`src/rtl/clk_park_pkg.sv`:
```
package clk_park_pkg;

  typedef enum logic {
    GS_PARKED = 1'b0,
    GS_RUN    = 1'b1
  } gate_st_e;

  typedef struct packed {
    logic t;
    logic c;
    logic t_oe;
    logic c_oe;
  } diff_pin_t;

  // parked with true driven high, complement floated
  localparam diff_pin_t DIFF_IDLE = '{t: 1'b1, c: 1'b0, t_oe: 1'b1, c_oe: 1'b0};

endpackage

```
`src/rtl/clk_park_pd_qual.sv`:
```
module clk_park_pd_qual #(
  parameter int SYNC_STAGES = 2,
  parameter int QUAL_EDGES  = 2
) (
  input  logic clk_i,
  input  logic rst_ni,
  input  logic pd_i,
  input  logic cpu_clk_i,
  output logic stop_o
);

  localparam int CW = $clog2(QUAL_EDGES + 1);
  localparam logic [CW-1:0] HIT_MAX = CW'(QUAL_EDGES);

  logic [SYNC_STAGES-1:0] sync_q;
  logic                   cpu_q, prime_q;
  logic [CW-1:0]          hits_q;
  logic                   pd_s, cpu_rise;

  assign pd_s     = sync_q[SYNC_STAGES-1];
  assign cpu_rise = prime_q & ~cpu_q & cpu_clk_i;

  always_ff @(posedge clk_i or negedge rst_ni) begin
    if (!rst_ni) begin
      sync_q  <= '0;
      cpu_q   <= 1'b0;
      prime_q <= 1'b0;
      hits_q  <= '0;
    end else begin
      sync_q  <= {sync_q[SYNC_STAGES-2:0], pd_i};
      cpu_q   <= cpu_clk_i;
      prime_q <= 1'b1;
      // release is immediate; assertion waits for consecutive edges
      if (!pd_s)                            hits_q <= '0;
      else if (cpu_rise && hits_q != HIT_MAX) hits_q <= hits_q + CW'(1);
    end
  end

  assign stop_o = (hits_q == HIT_MAX);


  stop_on_cpu_edge_chk: assert property (@(posedge clk_i) disable iff (!rst_ni)
    $rose(stop_o) |-> $past(cpu_clk_i) && !$past(cpu_clk_i, 2));


  release_clears_chk: assert property (@(posedge clk_i) disable iff (!rst_ni)
    !pd_s |=> !stop_o);

endmodule

```
`src/rtl/clk_park_se.sv`:
```
module clk_park_se
  import clk_park_pkg::*;
(
  input  logic clk_i,
  input  logic rst_ni,
  input  logic src_i,
  input  logic stop_i,
  output logic out_o,
  output logic parked_o
);

  logic     src_q, prime_q, rise, fall;
  gate_st_e run_q, run_d;

  assign rise = prime_q & ~src_q & src_i;
  assign fall = prime_q & src_q & ~src_i;

  always_comb begin
    run_d = run_q;
    if (run_q == GS_RUN && stop_i && fall)           run_d = GS_PARKED;
    else if (run_q == GS_PARKED && !stop_i && rise)  run_d = GS_RUN;
  end

  always_ff @(posedge clk_i or negedge rst_ni) begin
    if (!rst_ni) begin
      src_q   <= 1'b0;
      prime_q <= 1'b0;
      run_q   <= GS_PARKED;
      out_o   <= 1'b0;
    end else begin
      src_q   <= src_i;
      prime_q <= 1'b1;
      run_q   <= run_d;
      out_o   <= src_i & (run_d == GS_RUN);
    end
  end

  assign parked_o = (run_q == GS_PARKED);


  se_park_on_fall_chk: assert property (@(posedge clk_i) disable iff (!rst_ni)
    $rose(parked_o) |-> !out_o && $past(out_o));


  se_resume_on_rise_chk: assert property (@(posedge clk_i) disable iff (!rst_ni)
    $fell(parked_o) |-> out_o && !$past(out_o));

endmodule

```
`src/rtl/clk_park_diff.sv`:
```
module clk_park_diff
  import clk_park_pkg::*;
(
  input  logic      clk_i,
  input  logic      rst_ni,
  input  logic      src_i,
  input  logic      mode_i,
  input  logic      stop_i,
  output diff_pin_t pin_o,
  output logic      parked_o
);

  logic      src_q, prime_q, rise, fall;
  gate_st_e  run_q, run_d;
  diff_pin_t pin_d;

  // complement high-to-low == true low-to-high
  assign rise = prime_q & ~src_q & src_i;
  assign fall = prime_q & src_q & ~src_i;

  always_comb begin
    run_d = run_q;
    if (run_q == GS_RUN && stop_i && rise)          run_d = GS_PARKED;
    else if (run_q == GS_PARKED && !stop_i && fall) run_d = GS_RUN;
  end

  always_comb begin
    if (run_d == GS_RUN) begin
      pin_d = '{t: src_i, c: ~src_i, t_oe: 1'b1, c_oe: 1'b1};
    end else begin
      pin_d      = DIFF_IDLE;
      // mode 1 floats the true pin only while the request is held
      pin_d.t_oe = ~(mode_i & stop_i);
    end
  end

  always_ff @(posedge clk_i or negedge rst_ni) begin
    if (!rst_ni) begin
      src_q   <= 1'b0;
      prime_q <= 1'b0;
      run_q   <= GS_PARKED;
      pin_o   <= DIFF_IDLE;
    end else begin
      src_q   <= src_i;
      prime_q <= 1'b1;
      run_q   <= run_d;
      pin_o   <= pin_d;
    end
  end

  assign parked_o = (run_q == GS_PARKED);


  diff_park_on_rise_chk: assert property (@(posedge clk_i) disable iff (!rst_ni)
    $rose(parked_o) |-> pin_o.t && !$past(pin_o.t) && !pin_o.c_oe);


  diff_resume_on_fall_chk: assert property (@(posedge clk_i) disable iff (!rst_ni)
    $fell(parked_o) |-> !pin_o.t && pin_o.c && pin_o.c_oe && pin_o.t_oe);


  diff_mode0_park_chk: assert property (@(posedge clk_i) disable iff (!rst_ni)
    (parked_o && !$past(mode_i)) |-> pin_o.t_oe && pin_o.t && !pin_o.c_oe);


  diff_mode1_park_chk: assert property (@(posedge clk_i) disable iff (!rst_ni)
    (parked_o && $past(mode_i) && $past(stop_i)) |-> !pin_o.t_oe && !pin_o.c_oe);

endmodule

```
`src/rtl/clk_park_ctrl.sv`:
```
module clk_park_ctrl
  import clk_park_pkg::*;
#(
  parameter int N_SE        = 3,
  parameter int N_DIFF      = 3,
  parameter int SYNC_STAGES = 2,
  parameter int QUAL_EDGES  = 2
) (
  input  logic              clk_i,
  input  logic              rst_ni,
  input  logic              pd_i,
  input  logic              cpu_clk_i,
  input  logic [N_SE-1:0]   se_clk_i,
  input  logic [N_DIFF-1:0] diff_clk_i,
  input  logic [N_SE-1:0]   se_en_i,
  input  logic [N_DIFF-1:0] diff_en_i,
  input  logic [N_DIFF-1:0] diff_mode_i,
  output logic [N_SE-1:0]   se_o,
  output logic [N_DIFF-1:0] diff_t_o,
  output logic [N_DIFF-1:0] diff_c_o,
  output logic [N_DIFF-1:0] diff_t_oe_o,
  output logic [N_DIFF-1:0] diff_c_oe_o,
  output logic              off_ok_o
);

  logic              stop;
  logic [N_SE-1:0]   se_parked;
  logic [N_DIFF-1:0] diff_parked;
  diff_pin_t         pins [N_DIFF];

  clk_park_pd_qual #(
    .SYNC_STAGES (SYNC_STAGES),
    .QUAL_EDGES  (QUAL_EDGES)
  ) pd_qual_i (
    .clk_i     (clk_i),
    .rst_ni    (rst_ni),
    .pd_i      (pd_i),
    .cpu_clk_i (cpu_clk_i),
    .stop_o    (stop)
  );

  for (genvar i = 0; i < N_SE; i++) begin : g_se
    clk_park_se se_i (
      .clk_i    (clk_i),
      .rst_ni   (rst_ni),
      .src_i    (se_clk_i[i]),
      .stop_i   (stop | ~se_en_i[i]),
      .out_o    (se_o[i]),
      .parked_o (se_parked[i])
    );
  end

  for (genvar j = 0; j < N_DIFF; j++) begin : g_diff
    clk_park_diff diff_i (
      .clk_i    (clk_i),
      .rst_ni   (rst_ni),
      .src_i    (diff_clk_i[j]),
      .mode_i   (diff_mode_i[j]),
      .stop_i   (stop | ~diff_en_i[j]),
      .pin_o    (pins[j]),
      .parked_o (diff_parked[j])
    );
    assign diff_t_o[j]    = pins[j].t;
    assign diff_c_o[j]    = pins[j].c;
    assign diff_t_oe_o[j] = pins[j].t_oe;
    assign diff_c_oe_o[j] = pins[j].c_oe;
  end

  always_ff @(posedge clk_i or negedge rst_ni) begin
    if (!rst_ni) off_ok_o <= 1'b0;
    else         off_ok_o <= stop & (&se_parked) & (&diff_parked);
  end


  off_ok_parked_chk: assert property (@(posedge clk_i) disable iff (!rst_ni)
    off_ok_o |-> (se_o == '0) && (diff_c_oe_o == '0));

endmodule

```
`config.mk`:
```
export PLATFORM = sky130hd
export DESIGN_NAME = clk_park_ctrl
export DESIGN_NICKNAME = d
export VERILOG_FILES = /design/src/rtl/clk_park_pkg.sv /design/src/rtl/clk_park_pd_qual.sv /design/src/rtl/clk_park_se.sv /design/src/rtl/clk_park_diff.sv /design/src/rtl/clk_park_ctrl.sv
export SDC_FILE = /design/constraint.sdc
export NUM_CORES = 1
export LEC_CHECK = 0
export CORE_AREA = 2 2 62 64
export DETAILED_ROUTE_END_ITERATION = 12
export DIE_AREA = 0 0 64 66
export GPL_TIMING_DRIVEN = 0
export PLACE_DENSITY = 0.85
export SETUP_SLACK_MARGIN = 0.05
export SLEW_MARGIN = 5
export SYNTH_ARGS = -nofsm -noshare
export SYNTH_HDL_FRONTEND = slang
export SYNTH_HIERARCHICAL = 1
export SYNTH_SLANG_ARGS = --single-unit
```
`constraint.sdc`:
```
create_clock -name clk_i -period 1.5 [get_ports clk_i]
set_clock_uncertainty 0.05 [all_clocks]
set_input_delay 0.3 -clock clk_i [delete_from_list [all_inputs] [get_ports clk_i]]
set_output_delay 0.3 -clock clk_i [all_outputs]
set_load 0.05 [all_outputs]
```
# After elaboration in Yosys (flattened, before gate mapping)
# Index checks and enable logic that the tools add are counted.
# op_classes
addsub,1
eq_ne,3
n_mux,17
bitwise,68
n_reduce_logical,33
# ops
op,count
$and A1 B1 Y1,34
$not A1 Y1,28
$logic_and A1 B1 Y1,25
$mux W1,12
$mux W4,3
$logic_not A1 Y1,6
$or A1 B1 Y1,6
$reduce_and A3 Y1,2
$mux W2,2
$ne A2 B2 Y1 const B,2
$add A2 B1 Y2 const B,1
$eq A2 B2 Y1 const B,1
# word_totals
ff_bits,34
out_inout_bits,16
wordCells,154

# Logic depth before layout (Yosys ltp)
# Gate-level depths: netlist of the first run.
# depth
ltp_word,8
depth_mapped,5

# By module
# Netlist of the first run, hierarchy kept.
# by_module_without_submodules
mod,n_inst,cells_each,area_per_inst_um2
clk_park_diff,3,18,247.7
clk_park_se,3,12,158.9
clk_park_pd_qual,1,16,225.2
clk_park_ctrl,1,10,77.6

# Worst setup path after synthesis of the first run
# No wires, ideal clock.
# synth_path
path_type,flip-flop to flip-flop
start,register pd_qual_i.hits_q[0]
end,register g_diff[0].diff_i/pin_o[0] (netlist name)
setup_ns,0.087
arrival_ns,1.339
required_time_ns,1.363
slack_ns,0.024
stages_incl_launch_ff,6
path_buffers,0
synth_period_minus_slack_ns,1.476
cell_sequence,dfrtp_1 > inv_1 > ha_1 > nand2b_1 > or3b_1 > a211oi_2
# synth_lines
item,line,rtl
from (decl),clk_park_pd_qual.sv:17,logic [CW-1:0] hits_q;
from (signal assigned),clk_park_pd_qual.sv:35,else if (cpu_rise && hits_q != HIT_MAX) hits_q <= hits_q + CW'(1);
to (signal assigned),clk_park_diff.sv:47,pin_o <= pin_d;
to (decl),clk_park_diff.sv:9,"output diff_pin_t pin_o,"

==> results of run 1 <==
[registers in the layout, indices dropped and copies added, names as in the netlist]
signal,cells
g_diff.diff_i/prime_q,3
g_se.se_i/src_q,3
pd_qual_i/hits_q,2
pd_qual_i/prime_q,1
pd_qual_i/sync_q,2
g_se.se_i/out_o,3
g_se.se_i/prime_q,3
g_se.se_i/run_q,3
g_diff.diff_i/pin_o,12
off_ok_o,1
g_diff.diff_i/src_q,3
pd_qual_i/cpu_q,1
[final cells by class]
type	count	area [sq um]	share of cell area, %
Tap cell	48	60.1	2.84
Timing Repair Buffer	42	397	18.8
Buffer	3	26.3	1.24
Clock buffer	7	55.1	2.61
Clock inverter	1	30.0	1.42
Multi-Input combinational cell	69	586	27.7
Sequential cell	37	933	44.2
Inverter	7	26.3	1.24
[cell families (layout without fill, tap and decap cells)]
| group | after synthesis | in the layout | share of synthesized area (%) |
|---|---|---|---|
| flip-flops | 37 | 37 | 61.3 |
| multiplexers | 2 | 2 | 1.31 |
| AO/OA/AOI/OAI | 18 | 18 | 10.6 |
| other | 7 | 7 | 1.73 |
| buffers and inverters | 10 | 60 | 3.20 |
| adder cells (fa/ha/maj) | 1 | 1 | 0.822 |
| AND/OR/NAND/NOR | 41 | 41 | 21.0 |
[per-stage QoR]
step / total power [W] / util, % / setup slack (ns) / cell area (sq um) / TNS [ns]
floorplan: 0.00131 / - / 0.0239 / 1520 / 0
global placement: 0.00144 / 54.2 / -0.577 / 1920 / -21.29
detailed placement: 0.00146 / 54.0 / -0.238 / 1920 / -2.47
CTS: 0.00216 / 57.8 / -0.00113 / 2050 / -0.00206
global route: 0.00227 / 59.5 / -0.0789 / 2110 / -0.189
finish: 0.00216 / 59.5 / -0.0154 / 2110 / -0.0213
[power groups by stage]
stage          clock (W)  combinational (W)  sequential [W]
5_1_grt         0.000767           0.000392         0.00111
3_3_place_gp           0           0.000327         0.00111
2_1_floorplan          0           0.000116         0.00119
3_5_place_dp           0           0.000340         0.00112
4_1_cts         0.000719           0.000345         0.00110
6_report        0.000696           0.000367         0.00110
[worst paths after layout]
path | to | slack [ns] | cells after the start
max in group asynchronous | pd_qual_i/hits_q[0] | 0.90 | 1
worst max register to register | g_diff[1].diff_i/pin_o[0] | -0.02 | 4
worst max-delay path | g_diff[1].diff_i/pin_o[0] | -0.02 | 4
min in group clk_i | pd_qual_i/sync_q[1] | 0.31 | 0
worst min register to register | pd_qual_i/sync_q[1] | 0.31 | 0
worst min-delay path | g_diff[1].diff_i/src_q | -0.007 | 1
[routing by layer]
| metal | global-route usage, % | up-vias |
|---|---|---|
| met4 | 5.43 | 0 |
| met5 | 0 | - |
| met3 | 3.75 | 4 |
| li1 | - | 491 |
| met2 | 30.5 | 26 |
| met1 | 16.6 | 498 |
[timing repair]
item / CTS / global route
setup endpoints to repair: 29 / 9
pin swaps: 5 / 4
buffers inserted: 2 / 6
endpoints found under the hold margin: 0 / 0
gates resized for setup: 83 / 5
[cell usage in the layout, fill, tap and decap left out, types with 3 or more instances in the layout]
cell type,n
buf_4,16
nor3b_1,3
nor2_1,4
conb_1,7
nand3b_1,3
o21a_1,3
o21ba_1,3
a211o_1,3
clkdlybuf4s50_1,17
a211oi_2,3
dfrtp_1,31
and3b_1,3
and4b_2,3
and3b_2,3
inv_1,6
o211ai_1,3
o21bai_1,3
and4bb_1,4
clkbuf_4,5
buf_6,3
clkdlybuf4s15_2,7
nand2b_4,4
dfstp_2,6
and2b_1,3
==> impl_metrics.toml, run 1 <==
[power_and_ir_drop]
p_clk_share_pct = 32.2
leakagePower_nw = 0.982
peakVddDrop_mv = 0.688
swShare_pct = 24.8
seqPwrFrac_pct = 50.8
cellInternalPower_w = 0.00162
p_switching_w = 0.000537
p_comb_share_pct = 17.0
p_per_area_nw_per_um2 = 1020

[cts]
cts_sinks = 37
cts_buffer_depth = 2
numCtsBuffers = 5
htreeDepth = 2
hold_buffers = 0
clk-insertion-delay-late_ns = 0.32
clk_pin_slew_worst_paths_ns = 0.11
cts_tree = "done"
cts-root-buf = "clkbuf_4"

[critical_path]
crit_slowest_cell = "dfrtp_1"
crit_buf_inv = 0
crit_family = "simple AND/OR/NAND/NOR gates"
slowest_delay_ns = 0.43
reg2reg_from = "pd_qual_i/hits_q[1]"
worst_ep_required_time_ns = 1.68
end_kind = "flip-flop"
worstSetupStartpointType = "flip-flop"
startpoint = "pd_qual_i/hits_q[1]"
crit_type = "flip-flop to flip-flop"
path_max_fanout = 8
worstPathCellList = "ha_4, nand2b_4, or3b_1, a211oi_2"
crit_arrival_ns = 1.70

[detailed_routing]
wl_per_cell_um = 14.2
vias = 1019
first_pass_iters = 4
drtIter0Drc = 30
drc = 0
postRouteAntennaNets = 0
drt-met1-wl_um = 1210
routed_via_density = 4.76
wirelength_um = 3050
highest_layer = "met4"
wl_met2_um = 1710
wl_met3_um = 119

[synth]
yosysMostFrequentCell = "dfrtp_1"
ys_async_sr_fraction_pct = 100
synth_top_area_cell = "dfrtp_1"
syn_area_sq_um = 1520
yosys_warnings = 6
syn-num-nets = 136
syn_area_per_cell_sq_um = 13.1
syn_inst = 116
ys_types = 27
seq_area_frac_synth_pct = 61.3
ys_ff_latch = 37
synth_ff_type = "dfrtp_1"
synth_edf_count = 0
yosys-top-cells-count = "31 x dfrtp_1, 7 x conb_1, 7 x inv_1"
netlist_top_cells_area = "dfrtp_1 51%, dfstp_2 10%, and4bb_1 3.3%"
yosys.area.top_type_share_pct = 50.9

[sta]
fin_crit_sh_pct = 101
final-hold-violation-count = 8
fin_ws_ns = -0.0154
fmax_ghz = 0.660
rsz0062_at_grt = "true"
slew_headroom_pct = 47.7
finalSetupViolations = 2
fin_hold_ws_ns = -0.00680
slew_viol_final = 0
fin_crit_ns = 1.52
worstMarginPinSlew_ns = 0.784

[global_routing]
grt_pass1_vias = 1126
gr-total-overflow = 0
grt_pass1_wl_um = 5050
grt_use_total_pct = 15.8
antenna_found_initial = 0
grt_max_degree = 38

[placement]
dp_cells = 198
gp_congestion = 0.729
hpwlAfterDp_um = 2100
port-buffer-count = 34

[hold_path]
min_path_type = "input pin to asynchronous set/reset pin"

[run_status]
violations = "negative hold slack, negative setup slack"
status = "complete, but fails checks"

[run]
cap_violations = 0

[floorplan]
die_y_um = 66
dieArea_sq_um = 4220
num_rows = 22
fp.coreArea_sq_um = 3550
die_w_um = 64
ios = 35
start_util_pct = 42.9

[layout]
drive_gt1_share_pct = 34.3
n_antenna_cell = 0
fin_nets = 185
area_delta_synth_final_pct = 38.8
final_cell_count_no_fill = 214
fill_cells = 292
Power figures use the tool's default switching activity.
==> run 2: changes to the inputs <==
Settings changed: REMOVE_ABC_BUFFERS set to 1.
==> impl_metrics.toml, run 2 (synthesized netlist as in run 1, its figures left out) <==
[run_status]
status = "complete, but fails checks"
violations = "negative hold slack"

[layout]
final_common_cell = "dfrtp_1"
final_cell_count_no_fill = 208
drive_gt1_share_pct = 30.6
largest_register = "g_diff.diff_i/pin_o"
n_antenna_cell = 0
largest_reg_flops = 12
area_delta_synth_final_pct = 32.4
fin_nets = 179
design_area_sq_um = 2020
final_cell_mix = "31 x dfrtp_1, 17 x clkdlybuf4s50_1, 9 x buf_4"

[critical_path]
worstPathCellList = "inv_1, ha_4, nand2b_4, or3b_4, a211oi_2"
crit_family = "simple AND/OR/NAND/NOR gates"
r2r-end = "g_diff[2].diff_i/pin_o[0]"
crit_buf_inv = 1
crit_type = "flip-flop to flip-flop"
worst_ep_required_time_ns = 1.70
ff2ff_setup_slack_ns = 0.004
worstSetupStartpointType = "flip-flop"
reg2reg_from = "pd_qual_i/hits_q[0]"
crit_arrival_ns = 1.70
slowest_delay_ns = 0.37
end_kind = "flip-flop"
crit_slowest_cell = "dfrtp_1"
reg2reg_depth = 5
path_max_fanout = 8

[run]
cap_violations = 0

[floorplan]
start_util_pct = 42.9
fp.coreArea_sq_um = 3550
dieArea_sq_um = 4220
ios = 35
die_y_um = 66
die_w_um = 64
num_rows = 22

[cts]
cts_sinks = 37
hold_buffers = 0
clk_pin_slew_worst_paths_ns = 0.09
clk-insertion-delay-late_ns = 0.33
cts_tree = "done"
cts_buffer_depth = 2
cts-root-buf = "clkbuf_4"
numCtsBuffers = 5
htreeDepth = 2

[sta]
fmax_ghz = 0.668
slew_headroom_pct = 46.8
finalSetupTns_ns = 0
worstMarginPinSlew_ns = 0.798
fin_crit_sh_pct = 99.8
finalSetupViolations = 0
fin_crit_ns = 1.50
fin_hold_ws_ns = -0.00280
final-hold-violation-count = 3
rsz0062_at_grt = "true"
slew_viol_final = 0

[detailed_routing]
wirelength_um = 2920
wl_per_cell_um = 14.0
drc = 0
routed_via_density = 4.84
vias = 1006
drtIter0Drc = 16
postRouteAntennaNets = 0
first_pass_iters = 2

[placement]
placed_area_sq_um = 1900
gp_congestion = 0.743
port-buffer-count = 34
hpwlAfterDp_um = 2070
dp_cells = 195

[power_and_ir_drop]
p_per_area_nw_per_um2 = 950
leakagePower_nw = 0.929
power_w = 0.00192
peakVddDrop_mv = 0.650

[global_routing]
grt_pass1_wl_um = 4860
grt_max_degree = 38
grt_pass1_vias = 1126
gr-total-overflow = 0
grt_use_total_pct = 15.5
antenna_found_initial = 0

[hold_path]
min_path_type = "input pin to asynchronous set/reset pin"
## run 2: final cells by class
cell class | instances | area, sq um
fill | 292 | 1540
sequential | 37 | 933
multi-input combinational | 69 | 588
timing repair buffer | 39 | 359
tap | 48 | 60.1
clock buffer | 8 | 48.8
inverter | 7 | 26.3
## run 2: metrics by stage
stage,worst slack [ns],util (%)
floorplan,0.0239,-
global placement,-0.586,53.5
detailed placement,-0.219,53.4
CTS,0.000942,55.8
global route,-0.0641,56.8
finish,0.00374,56.8
## run 2: how the worst max path moves through the flow
stage                                   start                   endpoint  slack (ns)  depth (start not counted)
finish                    pd_qual_i/hits_q[0]  g_diff[2].diff_i/pin_o[0]       0.004                          5
CTS                 g_diff[2].diff_i/pin_o[3]                diff_t_o[2]      0.0009                          1
global route              pd_qual_i/hits_q[0]  g_diff[2].diff_i/pin_o[0]       -0.06                          5
detailed placement        pd_qual_i/hits_q[0]  g_diff[2].diff_i/pin_o[0]       -0.22                          5
floorplan                 pd_qual_i/hits_q[0]  g_diff[0].diff_i/pin_o[0]        0.02                          5
global placement                       rst_ni         g_se[0].se_i/run_q       -0.59                          1
## run 2: worst reg2reg max path: stages (launching register included)
cell and delay [ns]:
dfrtp_1 0.37, inv_1 0.08, ha_4 0.21, nand2b_4 0.16
or3b_4 0.37, a211oi_2 0.18
## run 2: metal layers
layer | global-route usage [%] | part of all wire [%]
met2 | 30.2 | 57
met4 | 5.16 | 1.1
met3 | 5.45 | 4.1
met5 | 0 | 0
met1 | 15.0 | 38
## run 2: where the power goes
| part | switching [W] | internal [W] |
|---|---|---|
| registers | 0.0000377 | 0.00106 |
| logic | 0.000195 | 0.000147 |
| clock network | 0.000288 | 0.000187 |
## run 2: repair_timing
item / 4_1_cts / 5_1_grt
pin swaps: 5 / 0
hold endpoints to repair: 0 / 0
endpoints found under the setup margin: 30 / 14
gates resized for setup: 77 / 12
buffers inserted: 3 / 2
==> run 3: changes to the inputs <==
Settings changed: CORE_AREA 2 2 62 64 to 2 2 69 71, DIE_AREA 0 0 64 66 to 0 0 71 73, PLACE_DENSITY 0.85 to 0.73.
==> impl_metrics.toml, run 3 (synthesized netlist as in run 1, its figures left out) <==
[run_status]
status = "completed"

[power_and_ir_drop]
p_per_area_nw_per_um2 = 1040
leakagePower_nw = 0.934
peakVddDrop_mv = 0.645

[sta]
fin_crit_sh_pct = 99.1
worstMarginPinSlew_ns = 0.765
fin_crit_ns = 1.49
finalSetupViolations = 0
final-hold-violation-count = 0
fmax_ghz = 0.673
slew_viol_final = 0
slew_headroom_pct = 49.0
rsz0062_at_grt = "true"

[placement]
hpwlAfterDp_um = 2070
placed_area_sq_um = 1900
gp_congestion = 0.719
dp_cells = 201
port-buffer-count = 34

[critical_path]
crit_type = "flip-flop to flip-flop"
end_kind = "flip-flop"
reg2reg_depth = 4
crit_arrival_ns = 1.63
worstSetupStartpointType = "flip-flop"
worst_ep_required_time_ns = 1.65
path_max_fanout = 8

[global_routing]
grt_pass1_vias = 1088
gr-total-overflow = 0
antenna_found_initial = 0
grt_use_total_pct = 12.6
grt_pass1_wl_um = 4940
grt_max_degree = 38

[cts]
cts-root-buf = "clkbuf_8"
htreeDepth = 2
clk-insertion-delay-late_ns = 0.29
numCtsBuffers = 5
cts_sinks = 37
cts_buffer_depth = 2
hold_buffers = 0
clk_pin_slew_worst_paths_ns = 0.07
cts_tree = "done"

[layout]
final_cell_count_no_fill = 214
area_delta_synth_final_pct = 33.8
final_cell_mix = "31 x dfrtp_1, 17 x clkdlybuf4s50_1, 10 x buf_2"
design_area_sq_um = 2040
drive_gt1_share_pct = 32.5
largest_register = "g_diff.diff_i/pin_o"
fin_nets = 179
final_common_cell = "dfrtp_1"
n_antenna_cell = 0
largest_reg_flops = 12

[detailed_routing]
wl_per_cell_um = 13.2
vias = 970
drc = 0
wirelength_um = 2820
routed_via_density = 4.53
first_pass_iters = 4
postRouteAntennaNets = 0
drtIter0Drc = 21

[floorplan]
fp.coreArea_sq_um = 4540
dieArea_sq_um = 5180
num_rows = 25
start_util_pct = 33.6
ios = 35
die_y_um = 73
die_w_um = 71

[run]
cap_violations = 0

[hold_path]
min_path_type = "input pin to asynchronous set/reset pin"
[run 3: layer usage]
layer	part of all wire [%]	GRT usage, %	wire length [um]
met5	0	0	0
met4	1.7	6.29	49
met3	4.5	4.14	126
met2	54	22.4	1520
met1	40	13.5	1120
[run 3: final timing paths]
| path | startpoint | endpoint | slack, ns |
|---|---|---|---|
| setup / recovery | pd_qual_i/hits_q[1] | g_diff[2].diff_i/pin_o[0] | 0.01 |
| max in group asynchronous | rst_ni | g_diff[1].diff_i/pin_o[2] | 0.88 |
| hold / removal | rst_ni | g_se[2].se_i/run_q | 0.04 |
| setup reg to reg | pd_qual_i/hits_q[1] | g_diff[2].diff_i/pin_o[0] | 0.01 |
| min in group clk_i | pd_qual_i/sync_q[0] | pd_qual_i/sync_q[1] | 0.30 |
| hold reg to reg | pd_qual_i/sync_q[0] | pd_qual_i/sync_q[1] | 0.30 |
[run 3: what timing repair did]
item | in CTS | in global routing
buffers inserted | 3 | 2
resized for setup | 68 | 8
pin swaps | 5 | 4
endpoints found under the setup margin | 30 | 11
endpoints found under the hold margin | 0 | 0
[run 3: layout make-up]
class	count	area [sq um]
fillers	401	2500
flip-flops and latches	37	933
multi-input cells	69	583
repair buffers	39	337
clock buffers	8	90.1
well taps	54	67.6
inverters	7	26.3
[run 3: worst max-delay path, cell delays in order, from the launching register on]
cell	delay [ns]
dfrtp_1	0.40
ha_4	0.21
nand2b_4	0.15
or3b_4	0.37
a211oi_2	0.22
[run 3: report_power, final]
group	switching (W)	internal, W	total [W]
registers	0.0000340	0.00106	0.00110
logic	0.000192	0.000136	0.000328
clock network	0.000313	0.000374	0.000687
[run 3: stage by stage]
step	setup slack [ns]	total power, W	hold slack (ns)	util [%]	setup TNS [ns]
floorplan	0.0239	0.00130	-0.0456	-	0
global placement	-0.621	0.00143	0.284	42.1	-22.66
global route	-0.0479	0.00224	0.0892	44.9	-0.0687
finish	0.0138	0.00211	0.0369	44.9	0
CTS	0.00595	0.00214	0.0663	44.8	0
detailed placement	-0.231	0.00145	0.291	42.0	-2.28
